<file path="config.mk">
export PLATFORM = sky130hd
export DESIGN_NAME = async_char_rx
export DESIGN_NICKNAME = d
export VERILOG_FILES = /design/src/rtl/srx_pkg.sv /design/src/rtl/srx_timing.sv /design/src/rtl/srx_assemble.sv /design/src/rtl/srx_hold.sv /design/src/rtl/async_char_rx.sv
export SDC_FILE = /design/constraint.sdc
export NUM_CORES = 1
export LEC_CHECK = 0
export ABC_CLOCK_PERIOD_IN_PS = 2600
export BUFFER_PORTS_ARGS = -buffer_cell sky130_fd_sc_hd__buf_2
export CORE_ASPECT_RATIO = 1.2
export CORE_UTILIZATION = 54
export CTS_CLUSTER_DIAMETER = 50
export CTS_CLUSTER_SIZE = 14
export DETAILED_ROUTE_END_ITERATION = 10
export HOLD_SLACK_MARGIN = 0.06
export PLACE_DENSITY = 0.74
export SYNTH_ARGS = -nofsm -noshare
export SYNTH_HDL_FRONTEND = slang
export SYNTH_SLANG_ARGS = --single-unit
</file>
<file path="constraint.sdc">
create_clock -name clk -period 2.6 [get_ports clk]
set_clock_uncertainty 0.1 [all_clocks]
set_input_delay 0.13 -clock clk [delete_from_list [all_inputs] [get_ports clk]]
set_output_delay 0.13 -clock clk [all_outputs]
set_load 0.005 [all_outputs]
</file>
<file path="src/rtl/srx_pkg.sv">
package srx_pkg;

    localparam int OVS          = 16;
    localparam int PH_W         = $clog2(OVS);
    localparam int SAMPLE_PH    = OVS / 2;
    localparam int CHECK_PH     = OVS / 4;
    localparam int STABLE_EDGES = 3;
    localparam int GUARD_EDGES  = OVS / 2;
    localparam int START_LAST   = STABLE_EDGES + GUARD_EDGES - 1;
    localparam int MAX_BITS     = 8;
    localparam int MIN_BITS     = 5;
    localparam int BI_W         = $clog2(MAX_BITS);
    localparam int IDX_W        = $clog2(MAX_BITS + 3);
    localparam int TAIL_W       = $clog2(OVS + 1);

    typedef enum logic [1:0] {
        PAR_NONE  = 2'd0,
        PAR_EVEN  = 2'd1,
        PAR_ODD   = 2'd2,
        PAR_NONE3 = 2'd3
    } par_e;

    typedef enum logic [1:0] {
        STOP_ONE      = 2'd0,
        STOP_ONE_HALF = 2'd1,
        STOP_TWO      = 2'd2,
        STOP_RSV      = 2'd3
    } stop_e;

    typedef enum logic [1:0] {
        ST_HUNT,
        ST_START,
        ST_RUN,
        ST_TAIL
    } tstate_e;

    typedef struct packed {
        logic [MAX_BITS-1:0] data;
        logic                par_err;
        logic                frm_err;
    } rx_char_t;

    function automatic logic [IDX_W-1:0] data_bits(input logic [1:0] len);
        return IDX_W'(MIN_BITS) + IDX_W'(len);
    endfunction

    function automatic logic par_on(input par_e p);
        return (p == PAR_EVEN) || (p == PAR_ODD);
    endfunction

    function automatic logic [TAIL_W-1:0] tail_ticks(input stop_e s, input logic x16);
        logic [TAIL_W-1:0] t;
        t = '0;
        if (x16) begin
            if (s == STOP_ONE_HALF)  t = TAIL_W'(OVS / 2);
            else if (s == STOP_TWO)  t = TAIL_W'(OVS);
        end else if (s == STOP_ONE_HALF || s == STOP_TWO) begin
            t = TAIL_W'(1);
        end
        return t;
    endfunction

endpackage

</file>
<file path="src/rtl/srx_timing.sv">
module srx_timing
    import srx_pkg::*;
(
    input  logic  clk,
    input  logic  rst,
    input  logic  tick,
    input  logic  line,
    input  logic  x16,
    input  stop_e stop_sel,
    input  logic  at_last,
    output logic  start_ok,
    output logic  bit_stb,
    output logic  bit_val
);

    tstate_e            st, st_n;
    logic [PH_W-1:0]    ph, ph_n, ph_inc;
    logic [TAIL_W-1:0]  tl, tl_n, tl_load;
    logic               line_q;
    logic               edge_seen;

    always_comb begin
        st_n     = st;
        ph_n     = ph;
        tl_n     = tl;
        start_ok = 1'b0;
        bit_stb  = 1'b0;
        bit_val  = line;
        ph_inc   = ph + 1'b1;
        edge_seen = (line != line_q);
        tl_load  = tail_ticks(stop_sel, x16);
        if (tick) begin
            unique case (st)
                ST_HUNT: begin
                    if (!line) begin
                        ph_n = '0;
                        if (x16) begin
                            st_n = ST_START;
                        end else begin
                            st_n     = ST_RUN;
                            start_ok = 1'b1;
                        end
                    end
                end
                ST_START: begin
                    if (line) begin
                        st_n = ST_HUNT;
                    end else begin
                        ph_n = ph_inc;
                        if (ph_inc == PH_W'(START_LAST)) begin
                            st_n     = ST_RUN;
                            start_ok = 1'b1;
                        end
                    end
                end
                ST_RUN: begin
                    if (x16) begin
                        if (edge_seen && (ph_inc >= PH_W'(CHECK_PH))) begin
                            ph_n = '0;
                        end else begin
                            ph_n    = ph_inc;
                            bit_stb = (ph_inc == PH_W'(SAMPLE_PH));
                        end
                    end else begin
                        bit_stb = 1'b1;
                    end
                    if (bit_stb && at_last) begin
                        if (tl_load == '0) begin
                            st_n = ST_HUNT;
                        end else begin
                            st_n = ST_TAIL;
                            tl_n = tl_load;
                        end
                    end
                end
                ST_TAIL: begin
                    tl_n = tl - 1'b1;
                    if (tl == TAIL_W'(1)) st_n = ST_HUNT;
                end
                default: st_n = ST_HUNT;
            endcase
        end
    end

    always_ff @(posedge clk) begin
        if (rst) begin
            st     <= ST_HUNT;
            ph     <= '0;
            tl     <= '0;
            line_q <= 1'b1;
        end else begin
            st <= st_n;
            ph <= ph_n;
            tl <= tl_n;
            if (tick) line_q <= line;
        end
    end

    // a start is only ever accepted while the line is low
    p_start_from_low_r5: assert property (@(posedge clk) disable iff (rst)
        start_ok |-> !line);

    // a start acceptance and a bit sample never share a tick
    p_no_dual_event_r7: assert property (@(posedge clk) disable iff (rst)
        !(start_ok && bit_stb));

    // the stop tail neither samples nor starts
    p_tail_quiet_r9: assert property (@(posedge clk) disable iff (rst)
        (st == ST_TAIL) |-> (!bit_stb && !start_ok));

endmodule

</file>
<file path="src/rtl/srx_assemble.sv">
module srx_assemble
    import srx_pkg::*;
(
    input  logic       clk,
    input  logic       rst,
    input  logic       start_ok,
    input  logic       bit_stb,
    input  logic       bit_val,
    input  logic [1:0] len_sel,
    input  par_e       par_sel,
    output logic       at_last,
    output logic       done,
    output rx_char_t   chr
);

    logic [IDX_W-1:0]    idx, dbits, last;
    logic [MAX_BITS-1:0] dat;
    logic                pbit, pen, exp_p;
    rx_char_t            built;

    always_comb begin
        dbits   = data_bits(len_sel);
        pen     = par_on(par_sel);
        last    = dbits + IDX_W'(pen);
        at_last = (idx == last);
        exp_p   = (par_sel == PAR_ODD) ? ~(^dat) : (^dat);
        built.data = dat;
        if (pen && (dbits < IDX_W'(MAX_BITS))) built.data[dbits[BI_W-1:0]] = pbit;
        built.par_err = pen && (pbit != exp_p);
        built.frm_err = !bit_val;
    end

    always_ff @(posedge clk) begin
        if (rst) begin
            idx  <= '0;
            dat  <= '0;
            pbit <= 1'b0;
            done <= 1'b0;
            chr  <= '0;
        end else begin
            done <= 1'b0;
            if (start_ok) begin
                idx  <= '0;
                dat  <= '0;
                pbit <= 1'b0;
            end else if (bit_stb) begin
                if (idx < dbits)   dat[idx[BI_W-1:0]] <= bit_val;
                else if (!at_last) pbit <= bit_val;
                if (at_last) begin
                    done <= 1'b1;
                    chr  <= built;
                end else begin
                    idx <= idx + 1'b1;
                end
            end
        end
    end

    // with parity off a finished character never carries a parity error
    p_noparity_clean_r2: assert property (@(posedge clk) disable iff (rst)
        (done && !par_on(par_sel)) |-> !chr.par_err);

    // five-bit characters without parity keep the upper bits clear
    p_upper_zero_r1: assert property (@(posedge clk) disable iff (rst)
        (done && (len_sel == 2'd0) && !par_on(par_sel)) |-> (chr.data[7:5] == 3'b000));

endmodule

</file>
<file path="src/rtl/srx_hold.sv">
module srx_hold
    import srx_pkg::*;
(
    input  logic                clk,
    input  logic                rst,
    input  logic                done,
    input  rx_char_t            chr,
    input  logic                rd_ack,
    output logic [MAX_BITS-1:0] data,
    output logic                ready,
    output logic                full,
    output logic                par_err,
    output logic                frm_err,
    output logic                ovr_err
);

    rx_char_t held;

    always_ff @(posedge clk) begin
        if (rst) begin
            held    <= '0;
            ready   <= 1'b0;
            full    <= 1'b0;
            ovr_err <= 1'b0;
        end else begin
            ready <= 1'b0;
            if (rd_ack) begin
                full    <= 1'b0;
                ovr_err <= 1'b0;
            end
            if (done) begin
                if (full && !rd_ack) begin
                    ovr_err <= 1'b1;
                end else begin
                    held  <= chr;
                    full  <= 1'b1;
                    ready <= 1'b1;
                end
            end
        end
    end

    assign data    = held.data;
    assign par_err = held.par_err;
    assign frm_err = held.frm_err;

    // the ready strobe lasts one cycle
    p_ready_pulse_r10: assert property (@(posedge clk) disable iff (rst)
        ready |=> !ready);

    // an acknowledge with no new character empties the register
    p_ack_clears_r10: assert property (@(posedge clk) disable iff (rst)
        (rd_ack && !done) |=> !full);

    // a dropped character leaves the held one untouched and flags overrun
    p_drop_keeps_r11: assert property (@(posedge clk) disable iff (rst)
        (done && full && !rd_ack) |=> (ovr_err && $stable(held)));

endmodule

</file>
<file path="src/rtl/async_char_rx.sv">
module async_char_rx
    import srx_pkg::*;
(
    input  logic       clk,
    input  logic       rst,
    input  logic       rx_tick,
    input  logic       rx_line,
    input  logic       cfg_x16,
    input  logic [1:0] cfg_len,
    input  logic [1:0] cfg_par,
    input  logic [1:0] cfg_stop,
    input  logic       rd_ack,
    output logic [7:0] rx_data,
    output logic       rx_ready,
    output logic       rx_full,
    output logic       rx_par_err,
    output logic       rx_frm_err,
    output logic       rx_ovr_err
);

    logic     start_ok, bit_stb, bit_val, at_last, done;
    rx_char_t chr;
    par_e     par_sel;
    stop_e    stop_sel;

    assign par_sel  = par_e'(cfg_par);
    assign stop_sel = stop_e'(cfg_stop);

    srx_timing u_timing (
        .clk      (clk),
        .rst      (rst),
        .tick     (rx_tick),
        .line     (rx_line),
        .x16      (cfg_x16),
        .stop_sel (stop_sel),
        .at_last  (at_last),
        .start_ok (start_ok),
        .bit_stb  (bit_stb),
        .bit_val  (bit_val)
    );

    srx_assemble u_assemble (
        .clk      (clk),
        .rst      (rst),
        .start_ok (start_ok),
        .bit_stb  (bit_stb),
        .bit_val  (bit_val),
        .len_sel  (cfg_len),
        .par_sel  (par_sel),
        .at_last  (at_last),
        .done     (done),
        .chr      (chr)
    );

    srx_hold u_hold (
        .clk      (clk),
        .rst      (rst),
        .done     (done),
        .chr      (chr),
        .rd_ack   (rd_ack),
        .data     (rx_data),
        .ready    (rx_ready),
        .full     (rx_full),
        .par_err  (rx_par_err),
        .frm_err  (rx_frm_err),
        .ovr_err  (rx_ovr_err)
    );

endmodule

</file>
==> out/metrics.csv <==
stage,metric,value,unit
sta,Setup TNS,0,ns
sta,final hold slack,0.144,ns
sta,Tcrit/Tclk final,0.951,
yosys,post-synthesis compound-gate area fraction,0.115,
route,final wirelength,5590,um
cts,Num CTS Buffers,5,
run,Max Cap Viol,0,
floorplan,initial core utilization,0.565,
global_route,initial antenna violation count,0,
sta,worst slew pin tran,0.692,ns
sta,max-slew violation count,0,
setup_path,reg2reg start,u_timing.ph[0],
yosys,Synth Area in Adders,0.109,
cts,CTS tree,built,
finish,register area,981,sq um
yosys,Synth Area per Inst,8.68,sq um
yosys,Netlist cell types,48,
sta,Slew headroom,0.539,
yosys,Yosys warnings,0,
finish,multi-input combinational cell area,1690,sq um
place,Detailed Place HPWL,4070,um
setup_path,crit path capture,u_assemble.dat[0],
floorplan,die area,5500,sq um
cts,Clock Pin Slew Worst Setup and Hold Paths,0.09,ns
sta,Fin. Hold Viols,0,
yosys,#FFs+latches synth,49,
sta,worst setup margin,0.128,ns
yosys,XOR/XNOR Fraction of Synth Area,0.0530,
finish,layout net count,391,
global_route,vias in the first global route,2070,
place,pre-CTS setup slack,-0.0905,ns
global_route,largest net degree at the start of global routing,38,
yosys,top_reg_cell synth,dfxtp_1,
finish,Synth-to-Final Area Change,12.5,%
yosys,ys async rst share,0,
sta,FMAX,405,MHz
sta,minimum clock period,2.47,ns
yosys,main combinational cell family by area after synthesis,simple AND/OR/NAND/NOR gates,
floorplan,Site Rows,28,
route,Vias/cell,5.55,
setup_path,worst r2r dst,u_assemble.dat[0],
cts,H-tree levels,2,
setup_path,crit end category,flip-flop,
cts,clock latency on the worst-skew pair,0.31,ns
place,Area after DPL,3060,sq um
cts,Clock Sinks,49,
route,antenna-violating nets left,0,
finish,final design utilization,0.636,
setup_path,Critical Path RT,2.68,ns
route,# DRC,0,
cts,clock root cell,clkbuf_8,
route,vias,2308,
finish,Layout fillers,422,
setup_path,Crit path arrival time,2.56,ns
finish,Layout Cells excl Fill,416,
sta,RSZ-0062 raised after global routing,no,
sta,count of final setup violators,0,
route,DR iter-0 viols,127,
place,RePlAce Congestion,0.922,
route,wire length per cell,13.4,um
yosys,Post-Syn Area,2810,sq um
yosys,mux cell area share after synthesis,0.0961,
global_route,first-pass GRT wire length,9050,um
finish,fin area,3160,sq um
floorplan,Die Span Y,81.0,um
floorplan,IO Count,25,
floorplan,core area,4970,sq um
place,placed cell count,406,
finish,Ant. Diodes,0,
setup_path,CP startpoint kind,flip-flop,
pwr,total power per unit cell area,444,nW/um^2
yosys,Gate Count Post-Synth,324,
setup_path,reg2reg path depth,7,
pwr,overall power,1.41,mW
place,IO Port Bufs,24,
cts,Clock Tree Buf Depth,2,
worst_hold_path,min-delay worst type,input pin to flip-flop,
global_route,gr usage total,0.217,
setup_path,Crit. Startpoint,u_timing.ph[0],
pwr,peak supply drop,346,uV
setup_path,kind of critical path,flip-flop to flip-flop,
outcome,status,"finished, final reports clean",
yosys,Synth Area in Simple Gates,0.226,
pwr,Leakage,1.34,nW
setup_path,CP Max Fanout,13,
route,DRT Pass-1 Iters,4,
floorplan,die width,67.9,um
setup_path,flop2flop setup slack,0.13,ns
yosys,register area share after synthesis,0.349,
global_route,total grt overflow,0,
yosys,"EDFF count, synth",0,
finish,layout cells sized above 1,0.152,
yosys,syn nets,360,
==> final cells by class <==
type / count / share of cell area
clock buffers: 6 / 0.0229
clock inverters: 2 / 0.00435
inverters: 19 / 0.0225
multi-input cells: 240 / 0.535
flip-flops and latches: 49 / 0.310
well taps: 60 / 0.0237
repair buffers: 40 / 0.0815
==> cell families (layout without fill, tap and decap cells) <==
logic type,Yosys count,in the layout
adder cells (fa/ha/maj),24,24
buffers and inverters,35,67
multiplexers,27,27
AO/OA/AOI/OAI,48,48
flip-flops,49,49
AND/OR/NAND/NOR,124,124
XOR/XNOR,17,17
==> registers in the layout, summed over array words and instances (netlist names) <==
register / flops
u_hold.par_err: 1
u_timing.line_q: 1
u_timing.st: 2
u_hold.full: 1
u_hold.data: 8
u_hold.ovr_err: 1
u_hold.ready: 1
u_assemble.done: 1
u_timing.ph: 4
u_assemble.idx: 4
u_hold.frm_err: 1
u_assemble.chr: 10
u_timing.tl: 5
u_assemble.dat: 8
u_assemble.pbit: 1
==> worst max-delay path: stages, from the launching register on <==
cell	delay, ns
dfxtp_1	0.34
ha_1	0.24
and2_1	0.17
a211oi_1	0.13
or4_4	0.64
nor4b_1	0.45
mux2i_1	0.23
nor2_1	0.05
==> routing by layer <==
| layer | track usage | vias to the layer above | part of all wire |
|---|---|---|---|
| li1 | - | 1190 | - |
| met1 | 0.263 | 1080 | 0.47 |
| met2 | 0.376 | 30 | 0.49 |
| met3 | 0.0393 | 8 | 0.025 |
| met4 | 0.0813 | 0 | 0.015 |
| met5 | 0 | - | 0 |
==> worst min path at each step <==
stage | from | endpoint | slack [ns] | cells after the start
after floorplan | rd_ack | u_hold.ovr_err | 0.11 | 1
after global placement | rd_ack | u_hold.ovr_err | 0.23 | 2
after detailed placement | rd_ack | u_hold.ovr_err | 0.24 | 2
after CTS | cfg_x16 | u_timing.tl[0] | 0.14 | 3
after global routing | cfg_x16 | u_timing.tl[0] | 0.20 | 3
final | cfg_x16 | u_timing.tl[0] | 0.14 | 3
==> synthesized netlist by cell type, types with 4 or more instances <==
| master | instances | area (sq um) |
|---|---|---|
| dfxtp_1 | 49 | 981 |
| a211oi_1 | 4 | 30.0 |
| xnor2_1 | 13 | 114 |
| clkbuf_1 | 11 | 41.3 |
| nor3_1 | 7 | 35.0 |
| nor2_1 | 46 | 173 |
| o21ai_0 | 9 | 45.0 |
| a21oi_1 | 13 | 65.1 |
| nor2b_1 | 6 | 37.5 |
| inv_1 | 19 | 71.3 |
| mux2i_1 | 27 | 270 |
| nor4_1 | 5 | 31.3 |
| ha_1 | 23 | 288 |
| nand3_1 | 11 | 55.1 |
| xor2_1 | 4 | 35.0 |
| nand2_1 | 25 | 93.8 |
==> power by group <==
| part | internal, mW | switching [mW] |
|---|---|---|
| combinational | 0.0756 | 0.112 |
| clock | 0.192 | 0.261 |
| sequential | 0.757 | 0.00709 |
==> cell usage in the layout (no fill, tap or decap), types with 2 or more instances in the layout <==
cell | Yosys | final
a311oi_1 | 3 | 3
buf_2 | 2 | 24
mux2i_1 | 27 | 27
nor3_1 | 7 | 7
nand3b_1 | 3 | 3
xnor2_1 | 13 | 13
nor3b_1 | 3 | 3
nand4b_1 | 2 | 2
xor2_1 | 4 | 4
dfxtp_1 | 49 | 49
ha_1 | 23 | 23
nor4b_1 | 2 | 2
a21o_1 | 2 | 2
nand2_1 | 25 | 25
buf_4 | 0 | 13
or4b_2 | 2 | 2
o21ai_0 | 9 | 8
nor2b_1 | 6 | 6
nor4_1 | 5 | 5
o211ai_1 | 3 | 3
nand2b_1 | 3 | 2
o41ai_1 | 2 | 2
inv_1 | 19 | 19
a21boi_0 | 3 | 3
a211oi_1 | 4 | 4
dlygate4sd3_1 | 0 | 2
nor2_1 | 46 | 46
a21oi_1 | 13 | 13
a221oi_1 | 2 | 2
a31oi_1 | 2 | 2
nand3_1 | 11 | 11
clkbuf_8 | 0 | 5
==> timing repair <==
item / CTS / global route
setup buffers: 0 / 0
resized for setup: 0 / 0
hold endpoints to repair: 3 / 0
setup endpoints to repair: 0 / 4
hold buffers: 2 / 0
Power figures use the tool's default switching activity.
